<file path="config.mk">
export PLATFORM = sky130hd
export DESIGN_NAME = draw_cost_accum
export DESIGN_NICKNAME = d
export VERILOG_FILES = /design/src/rtl/draw_cost_pkg.sv /design/src/rtl/draw_cost_height.sv /design/src/rtl/draw_cost_row.sv /design/src/rtl/draw_cost_acc.sv /design/src/rtl/draw_cost_accum.sv
export SDC_FILE = /design/constraint.sdc
export NUM_CORES = 1
export LEC_CHECK = 0
export ABC_AREA = 1
export CORE_MARGIN = 4
export CORE_UTILIZATION = 55
export CTS_CLUSTER_DIAMETER = 50
export DETAILED_ROUTE_END_ITERATION = 12
export PLACE_DENSITY = 0.84
export SYNTH_ARGS = -nofsm -noshare
export SYNTH_HDL_FRONTEND = slang
export SYNTH_SLANG_ARGS = --single-unit
</file>
<file path="constraint.sdc">
create_clock -name clk -period 26.8 [get_ports clk]
set_input_delay 5.36 -clock clk [delete_from_list [all_inputs] [get_ports clk]]
set_output_delay 5.36 -clock clk [all_outputs]
set_load 0.03 [all_outputs]
</file>
<file path="src/rtl/draw_cost_pkg.sv">
package draw_cost_pkg;

    typedef enum logic [1:0] {
        PRIM_TRI  = 2'd0,
        PRIM_RECT = 2'd1,
        PRIM_LINE = 2'd2,
        PRIM_RSVD = 2'd3
    } prim_kind_e;

endpackage

</file>
<file path="src/rtl/draw_cost_height.sv">
// Effective row count: halved (min 1) while interlaced rendering is on.
module draw_cost_height #(
    parameter int DIM_W = 11
) (
    input  logic [DIM_W-1:0] height,
    input  logic             interlaced,
    output logic [DIM_W-1:0] rows_eff
);
    logic [DIM_W-1:0] half_d;

    always_comb begin
        half_d = height >> 1;
        if (!interlaced) begin
            rows_eff = height;
        end else if (half_d == '0) begin
            rows_eff = DIM_W'(1);
        end else begin
            rows_eff = half_d;
        end
    end
endmodule

</file>
<file path="src/rtl/draw_cost_row.sv">
// Per-row charge and row multiplier for each primitive kind.
module draw_cost_row
    import draw_cost_pkg::*;
#(
    parameter int DIM_W = 11,
    parameter int ROW_W = DIM_W + 2
) (
    input  prim_kind_e       kind,
    input  logic [DIM_W-1:0] width,
    input  logic [DIM_W-1:0] rows_eff,
    input  logic             textured,
    input  logic             blend,
    output logic [ROW_W-1:0] row_cost,
    output logic [DIM_W-1:0] row_mult
);
    localparam int EXT_W = DIM_W + 1;

    logic [EXT_W-1:0] tri_base_d;
    logic [ROW_W-1:0] base_d;
    logic [ROW_W-1:0] half_d;

    always_comb begin
        tri_base_d = (EXT_W'(width) + EXT_W'(2)) / EXT_W'(3);
        base_d     = '0;
        row_cost   = '0;
        row_mult   = '0;
        half_d     = '0;
        unique case (kind)
            PRIM_TRI, PRIM_RECT: begin
                base_d   = (kind == PRIM_TRI) ? ROW_W'(tri_base_d) : ROW_W'(width);
                half_d   = (base_d + ROW_W'(1)) >> 1;
                row_cost = base_d
                         + (textured ? base_d : '0)
                         + (blend ? half_d : '0);
                row_mult = rows_eff;
            end
            PRIM_LINE: begin
                row_cost = (width > rows_eff) ? ROW_W'(width) : ROW_W'(rows_eff);
                row_mult = DIM_W'(1);
            end
            default: begin
                row_cost = '0;
                row_mult = '0;
            end
        endcase
    end
endmodule

</file>
<file path="src/rtl/draw_cost_acc.sv">
// Pending tick counter: add cost, subtract elapsed, clamp to [0, all-ones].
module draw_cost_acc #(
    parameter int CNT_W  = 32,
    parameter int COST_W = 24,
    parameter int TICK_W = 8
) (
    input  logic              clk,
    input  logic              rst_n,
    input  logic              add_valid,
    input  logic [COST_W-1:0] add_cost,
    input  logic [TICK_W-1:0] elapsed,
    output logic [CNT_W-1:0]  pending,
    output logic              busy
);
    localparam int BIG_W = (CNT_W > COST_W) ? CNT_W : COST_W;
    localparam int SUM_W = ((BIG_W > TICK_W) ? BIG_W : TICK_W) + 1;

    typedef struct packed {
        logic [CNT_W-1:0] pend;
        logic             busy;
    } acc_t;

    acc_t st_d, st_q;
    logic [SUM_W-1:0] sum_d, left_d, ceil_d;

    always_comb begin
        ceil_d = SUM_W'({CNT_W{1'b1}});
        sum_d  = SUM_W'(st_q.pend) + (add_valid ? SUM_W'(add_cost) : '0);
        if (sum_d <= SUM_W'(elapsed)) begin
            left_d = '0;
        end else begin
            left_d = sum_d - SUM_W'(elapsed);
        end
        st_d.pend = (left_d > ceil_d) ? {CNT_W{1'b1}} : CNT_W'(left_d);
        st_d.busy = (st_d.pend != '0);
    end

    always_ff @(posedge clk) begin
        if (!rst_n) begin
            st_q <= '0;
        end else begin
            st_q <= st_d;
        end
    end

    assign pending = st_q.pend;
    assign busy    = st_q.busy;
endmodule

</file>
<file path="src/rtl/draw_cost_accum.sv">
module draw_cost_accum
    import draw_cost_pkg::*;
#(
    parameter int DIM_W    = 11,
    parameter int CNT_W    = 32,
    parameter int TICK_W   = 8,
    parameter bit COST_REG = 1'b0
) (
    input  logic              clk,
    input  logic              rst_n,
    input  logic              cost_valid,
    input  logic [1:0]        prim,
    input  logic [DIM_W-1:0]  width,
    input  logic [DIM_W-1:0]  height,
    input  logic              textured,
    input  logic              semi_trans,
    input  logic              mask_check,
    input  logic              interlaced,
    input  logic [TICK_W-1:0] elapsed,
    output logic [CNT_W-1:0]  pending,
    output logic              busy
);
    localparam int ROW_W  = DIM_W + 2;
    localparam int COST_W = ROW_W + DIM_W;

    prim_kind_e        kind;
    logic [DIM_W-1:0]  rows_eff;
    logic [ROW_W-1:0]  row_cost;
    logic [DIM_W-1:0]  row_mult;
    logic [COST_W-1:0] est_cost;
    logic              add_valid;
    logic [COST_W-1:0] add_cost;

    assign kind = prim_kind_e'(prim);

    draw_cost_height #(.DIM_W(DIM_W)) u_height (
        .height     (height),
        .interlaced (interlaced),
        .rows_eff   (rows_eff)
    );

    draw_cost_row #(.DIM_W(DIM_W), .ROW_W(ROW_W)) u_row (
        .kind     (kind),
        .width    (width),
        .rows_eff (rows_eff),
        .textured (textured),
        .blend    (semi_trans | mask_check),
        .row_cost (row_cost),
        .row_mult (row_mult)
    );

    assign est_cost = COST_W'(row_cost) * COST_W'(row_mult);

    generate
        if (COST_REG) begin : g_stage
            typedef struct packed {
                logic              vld;
                logic [COST_W-1:0] cost;
            } stage_t;
            stage_t stg_d, stg_q;

            always_comb begin
                stg_d.vld  = cost_valid;
                stg_d.cost = cost_valid ? est_cost : '0;
            end

            always_ff @(posedge clk) begin
                if (!rst_n) begin
                    stg_q <= '0;
                end else begin
                    stg_q <= stg_d;
                end
            end

            assign add_valid = stg_q.vld;
            assign add_cost  = stg_q.cost;
        end else begin : g_direct
            assign add_valid = cost_valid;
            assign add_cost  = est_cost;
        end
    endgenerate

    draw_cost_acc #(.CNT_W(CNT_W), .COST_W(COST_W), .TICK_W(TICK_W)) u_acc (
        .clk       (clk),
        .rst_n     (rst_n),
        .add_valid (add_valid),
        .add_cost  (add_cost),
        .elapsed   (elapsed),
        .pending   (pending),
        .busy      (busy)
    );
endmodule

</file>
; Word level (Yosys, flattened, before mapping)
; Index checks and enable logic that the tools add are counted.
[totals]
latchBits = 0
ramBits = 0
input_bits = 39
rom_bits = 0
mem_count = 0
register_bits = 33
word_cells = 31
[classes]
reduce_logical = 4
shift = 0
n_mux = 11
multipliers = 1
magnitude_cmp = 3
eq_ne = 2
n_bitwise = 1
div_mod_pow = 1
add_sub_neg = 6
[op_table]
columns = operator, count
row1 = $add 32x33->33, 1
row2 = $gt 33x32->1 const B, 1
row3 = $le 33x8->1, 1
row4 = $mux 33, 1
row5 = $sub 33x8->33, 1
row6 = $mux 32, 1
row7 = $reduce_bool 32->1, 1
row8 = $add 13x13->13, 2
row9 = $pmux 13 s2, 1
row10 = $mul 13x11->24, 1
row11 = $mux 12, 2
row12 = $mux 24, 1
row13 = $mux 11, 2
row14 = $pmux 11 s2, 1
row15 = $add 13x1->13 const B, 1
row16 = $mux 13, 1
row17 = $add 11x2->12 const B, 1
row18 = $div 12x2->12 const B, 1
row19 = $gt 11x11->1, 1
row20 = $logic_not 11->1, 1
row21 = $mux 10, 1
row22 = $eq 2x1->1 const B, 1
row23 = $eq 2x2->1 const B, 1
row24 = $logic_not 2->1, 1
row25 = 2 further kinds, 2

; Logic depth before layout (Yosys ltp)
[logic_depth]
word_depth = 15
depth_mapped = 114
mapped_depth_nobuf = 113

; Cells and area by module
; Synthesis repeated with hierarchy kept, for this count alone.
[hier_totals]
hier_cells = 2262
area_unflattened_um2 = 13381.6
[modules_own_cells]
columns = mod, n_inst, cells_per_inst, seq_area_each_um2, area_each_um2
row1 = draw_cost_acc, 1, 1000, 660.6, 5370.2
row2 = draw_cost_accum, 1, 775, 0.0, 5303.8
row3 = draw_cost_row, 1, 455, 0.0, 2504.9
row4 = draw_cost_height, 1, 32, 0.0, 202.7

; Worst setup path before layout
; Ideal clock, no wire load.
[synth_timing]
path_type = input -> register
start = input width[1]
end = register u_acc.st_q, in the netlist u_acc.pending[30]
setup_ps = 133
required_ps = 26667
setup_slack_ps = 8436
stages = 106
path_buffers = 1
arrival_time_ps = 18231
path_cell_list = ha_1 -> nand2_2 -> nor2_4 -> nand2_2 -> nor2_4 -> nand2_2 -> nand3_2 -> inv_1 -> o21ai_1 -> nand3_1 -> nand3_1 -> nand3_2 -> nand2_1 -> nand2_1 -> nand3_2 -> nand3_1 -> nand2_1 -> o21ai_1 -> [70 not listed] -> o21ai_0 -> a21oi_1 -> ha_1 -> nand2_1 -> o21ai_0 -> a21o_1 -> nand2_1 -> nor3_1 -> xor2_1 -> nor2_2 -> nand2_1 -> nor2_1 -> nand3_1 -> xnor2_2 -> nor2_1 -> inv_2 -> buf_2 -> a21oi_1
[synth_via]
elab_chain_cells = 14
[synth_rtl]
columns = item, line
row1 = from (decl), draw_cost_accum.sv:13  ; input logic [DIM_W-1:0] width,
row2 = $add 11x2->12, draw_cost_row.sv:23  ; tri_base_d = (EXT_W'(width) + EXT_W'(2)) / EXT_W'(3);
row3 = $div 12x2->12, draw_cost_row.sv:23
row4 = $mux 12, draw_cost_row.sv:30  ; base_d = (kind == PRIM_TRI) ? ROW_W'(tri_base_d) : ROW_W'(width);
row5 = $mux 13 or $add 13x1->13 (tied branches), "draw_cost_row.sv:33, draw_cost_row.sv:31"
row6 = $add 13x13->13 or $mux 12 (tied branches), "draw_cost_row.sv:33, draw_cost_row.sv:34"
row7 = $add 13x13->13, draw_cost_row.sv:34  ; + (blend ? half_d : '0);
row8 = $pmux 13 s2 *, draw_cost_row.sv:28  ; unique case (kind)
row9 = $mul 13x11->24 *, draw_cost_accum.sv:52  ; assign est_cost = COST_W'(row_cost) * COST_W'(row_mult);
row10 = $mux 24 *, draw_cost_acc.sv:28  ; sum_d = SUM_W'(st_q.pend) + (add_valid ? SUM_W'(add_cost) : '0);
row11 = $add 32x33->33 *, draw_cost_acc.sv:28
row12 = $sub 33x8->33 or $le 33x8->1 (tied branches), "draw_cost_acc.sv:32, draw_cost_acc.sv:29"
row13 = $mux 33 *, draw_cost_acc.sv:29  ; if (sum_d <= SUM_W'(elapsed)) begin
row14 = $gt 33x32->1, draw_cost_acc.sv:34  ; st_d.pend = (left_d > ceil_d) ? {CNT_W{1'b1}} : CNT_W'(left_d);
row15 = $mux 32 *, draw_cost_acc.sv:34
row16 = to (signal assigned), draw_cost_acc.sv:42  ; st_q <= st_d;
row17 = to (decl), draw_cost_acc.sv:23  ; acc_t st_d, st_q;
; Every way passes the cells marked *; elsewhere a longest branch is shown, timed or not.
; A chain may end at the register's enable or synchronous reset.

; Final worst setup path
[layout_timing]
start = input width[1]
end = register u_acc.st_q, in the netlist u_acc.pending[8]
; Same word-level chain as after synthesis.

==> results.md <==
* Clk_lat worst skew at 290 ps
* # DRC at 0
* Synthesized instance count at 1514
* R2R Path Start: u_acc.pending[0]$_SDFF_PN0_
* GPL Wtd Cong at roughly 0.98
* Yosys warning count at 0
* GRT Overall Usage at 26.0%
* Synth Area in XOR/XNOR at ~5.3%
* Hold Crit Start: u_acc.pending[31]$_SDFF_PN0_
* Setup crit start kind: primary input
* Element type at the critical path end: register
* Most frequent cell after synthesis: inv_1
* Fmax at 0.0475 GHz
* Reg2Reg Capture Point: u_acc.pending[8]$_SDFF_PN0_
* Main synth FF type: dfxtp_1
* Worst-path fanout max at 35
* Hold Path End: u_acc.pending[31]$_SDFF_PN0_
* Worst slack at placement at 5670 ps
* Layout Nets at 1843
* Clock skew at a little over 6 ps
* Port-buffer cells at roughly 70
* Post-Synth Adder-Cell Area at 36.5%
* Die W at 144 um
* DR iter-0 viols at 564
* Antenna Cells at 0
* Critical Path Max Stage Delay at between 700 and 800 ps
* Design Power at 0.00127 W
* Synth Area in Compound Gates at 13.3%
* CTS Buf Count at 5
* Hold Slack at between 700 and 800 ps
* TritonCTS Sinks at 33
* Max VDD drop at between 0.1 and 0.15 mV
* Sequential fraction of the synthesis area at 6.45%
* Fillcell total at roughly 1600
* Via density at roughly 5.4
* Top cell type's share of synthesized area at 21.7%
* Actual slew at the worst max-slew pin at between 1000 and 1500 ps
* Async SR Flop Fraction at 0%
* Hold_buf cts at 0
* Max Cap Violations at 0
* Commonest cells post-synth: 307 x inv_1, 287 x nand2_1, 196 x nor2_1
* Fin crit period at 21060 ps
* Syn_nets at around 1800
* EDFF count, synth at 0
* Core Rows at 49
* Top post-synthesis cells by area: fa_1 22%, ha_1 15%, inv_1 11%
* Status: complete, no violations
* Initial antenna violation count at 0
* Initial Util at between 50% and 60%
* Pin count of the biggest net entering global routing at 36
* Required @ worst endpoint at 26920 ps
* CTS tree: done
* Yosys top cell by area: fa_1
* Final setup fails at 0
* DR WL/cell at between 10 and 15 um
* Cell variety after synth at 53
* # H-tree levels at 2
* Top Ports at 72
* WP buf/inv at 20
* Simple-gate area share of the yosys netlist at 25.2%
* Cell family with most CP delay: simple AND/OR/NAND/NOR gates
* TNS Setup at 0 ps
* Max clock buf depth at 2
* Vias in the first global route at about 10000
* Global-route wire length before repair at 44800 um
* Mux share of post-synthesis cell area at less than 1%
* Crit path setup slack, layout at between 5000 and 6000 ps
* Overall routed net length at 25800 um
* Cell Area, Synth at 0.0102 sq mm
* CP dominant cell by count: nand2_1
* Largest family of logic cells by synthesized area: adder cells
* Slowest-stage cell, CP: clkdlybuf4s50_1
* Crit path kind: primary input to register
* Antenna Nets Post-Route at 0
* CP Data Arrival Time at approximately 21000 ps
* Hold Path Stages at 6
* Hold Fails Final Rpt at 0
* Number of setup buffers added after CTS at 0
* Seq cells post-synth at 33
* Reg2Reg Depth at 30
* Layout cells sized above 1 at 4.70%
* P_leak at 6.25 nW
* DR pass1 iterations at 8
* HPWL after detailed placement at 21400 um
* Die Area at 0.0209 sq mm
* Core region area at 0.0181 sq mm
* Max_slew headroom at 29.0%
* Area grow syn2layout at 10.6%
* Die Ht at 144 um
* Clock slew seen by the registers of the worst setup and hold paths at 60 ps
* Root Driver: clkbuf_16
* Pwr Density at 112 mW/mm^2
* Grt ovf at 0
* Crit share post-route at 78.6%
* RSZ-0062 raised after global routing: false
* Slew Viols, Final at 0
* Reg2reg setup slack at between 20000 and 25000 ps
* Hold crit path type: register to register
* Post-CTS sizing at 0
* Syn_area_per_cell at about 6.8 sq um
* Vias post-DR at 9766
==> flip-flops by register name, indices dropped and copies added (netlist names) <==
name,cells
u_acc.pending,32
u_acc.busy,1
==> where the power goes <==
group,switching (W),internal [W],leakage [nW]
registers,0.0000171,0.0000717,0.271
clock network,0.0000229,0.0000440,0.0800
logic,0.000696,0.000422,5.90
total,0.000736,0.000538,6.25
==> per-stage QoR <==
| step | utilization, % | area, sq um | std cells |
|---|---|---|---|
| 4_1_cts | 62.4 | 11300 | 1802 |
| 2_1_floorplan | - | 10200 | 1514 |
| 6_report | 62.4 | 11300 | 1802 |
| 5_1_grt | 62.4 | 11300 | 1802 |
| 3_3_place_gp | 61.5 | 11200 | 1794 |
| 3_5_place_dp | 61.5 | 11200 | 1794 |
==> worst reg2reg max path: cells and delay by family (launching register included) <==
| kind | cells | cell delay (ps) |
|---|---|---|
| adder cells (fa/ha/maj) | 3 | 920 |
| AND/OR/NAND/NOR | 15 | 2130 |
| AO/OA/AOI/OAI | 8 | 1160 |
| buffers and inverters | 3 | 700 |
| XOR/XNOR | 1 | 150 |
| flip-flops | 1 | 350 |
==> worst max-delay path by stage <==
stage	startpoint	to	slack [ps]	cells past startpoint
5_1_grt	width[1]	u_acc.pending[25]$_SDFF_PN0_	3900	108
2_1_floorplan	width[1]	u_acc.pending[30]$_SDFF_PN0_	8440	106
6_report	width[1]	u_acc.pending[8]$_SDFF_PN0_	5740	107
3_5_place_dp	width[1]	u_acc.pending[24]$_SDFF_PN0_	5670	107
4_1_cts	width[1]	u_acc.pending[8]$_SDFF_PN0_	5840	107
3_3_place_gp	width[1]	u_acc.pending[19]$_SDFF_PN0_	6170	105
==> layout by cell type, fill, tap and decap left out, drive strengths merged, types with 2 or more instances in the layout <==
cell,n
xnor2,19
dfxtp,33
a21o,2
a211oi,5
nand2,301
nor4,4
nand3b,3
a21oi,112
a31oi,2
o21bai,12
o41ai,2
buf,2
or2,4
inv,312
fa,111
xor2,42
clkdlybuf4s50,71
ha,121
mux2i,6
clkinv,6
nor2,211
o31ai,4
nand3,52
nor3,14
a21boi,6
nand4,11
clkbuf,5
o21ai,93
==> area by class of cell <==
type | count | area, sq um | area share, %
Inverter | 317 | 1190 | 10.5
Timing Repair Buffer | 73 | 726 | 6.41
Clock inverter | 3 | 46.3 | 0.409
Multi-Input combinational cell | 1142 | 8290 | 73.2
Sequential cell | 33 | 661 | 5.83
Tap cell | 229 | 287 | 2.53
Clock buffer | 5 | 125 | 1.10
==> metal layers <==
layer | global-route usage (%) | up-vias | share of wire, %
li1 | - | 4844 | -
met1 | 32.0 | 4487 | 42
met2 | 47.3 | 352 | 49
met3 | 2.08 | 83 | 5.6
met4 | 9.77 | 0 | 4.2
met5 | 0 | - | 0
==> logic make-up after synthesis <==
| group | after synthesis |
|---|---|
| DFF | 33 |
| adders and majority gates | 232 |
| AOI/OAI and AO/OA | 241 |
| muxes | 6 |
| and+or+nand+nor | 602 |
| buffers and inverters | 339 |
| xor gates and xnor gates | 61 |
Note: power is estimated with default switching activity, not from simulation.
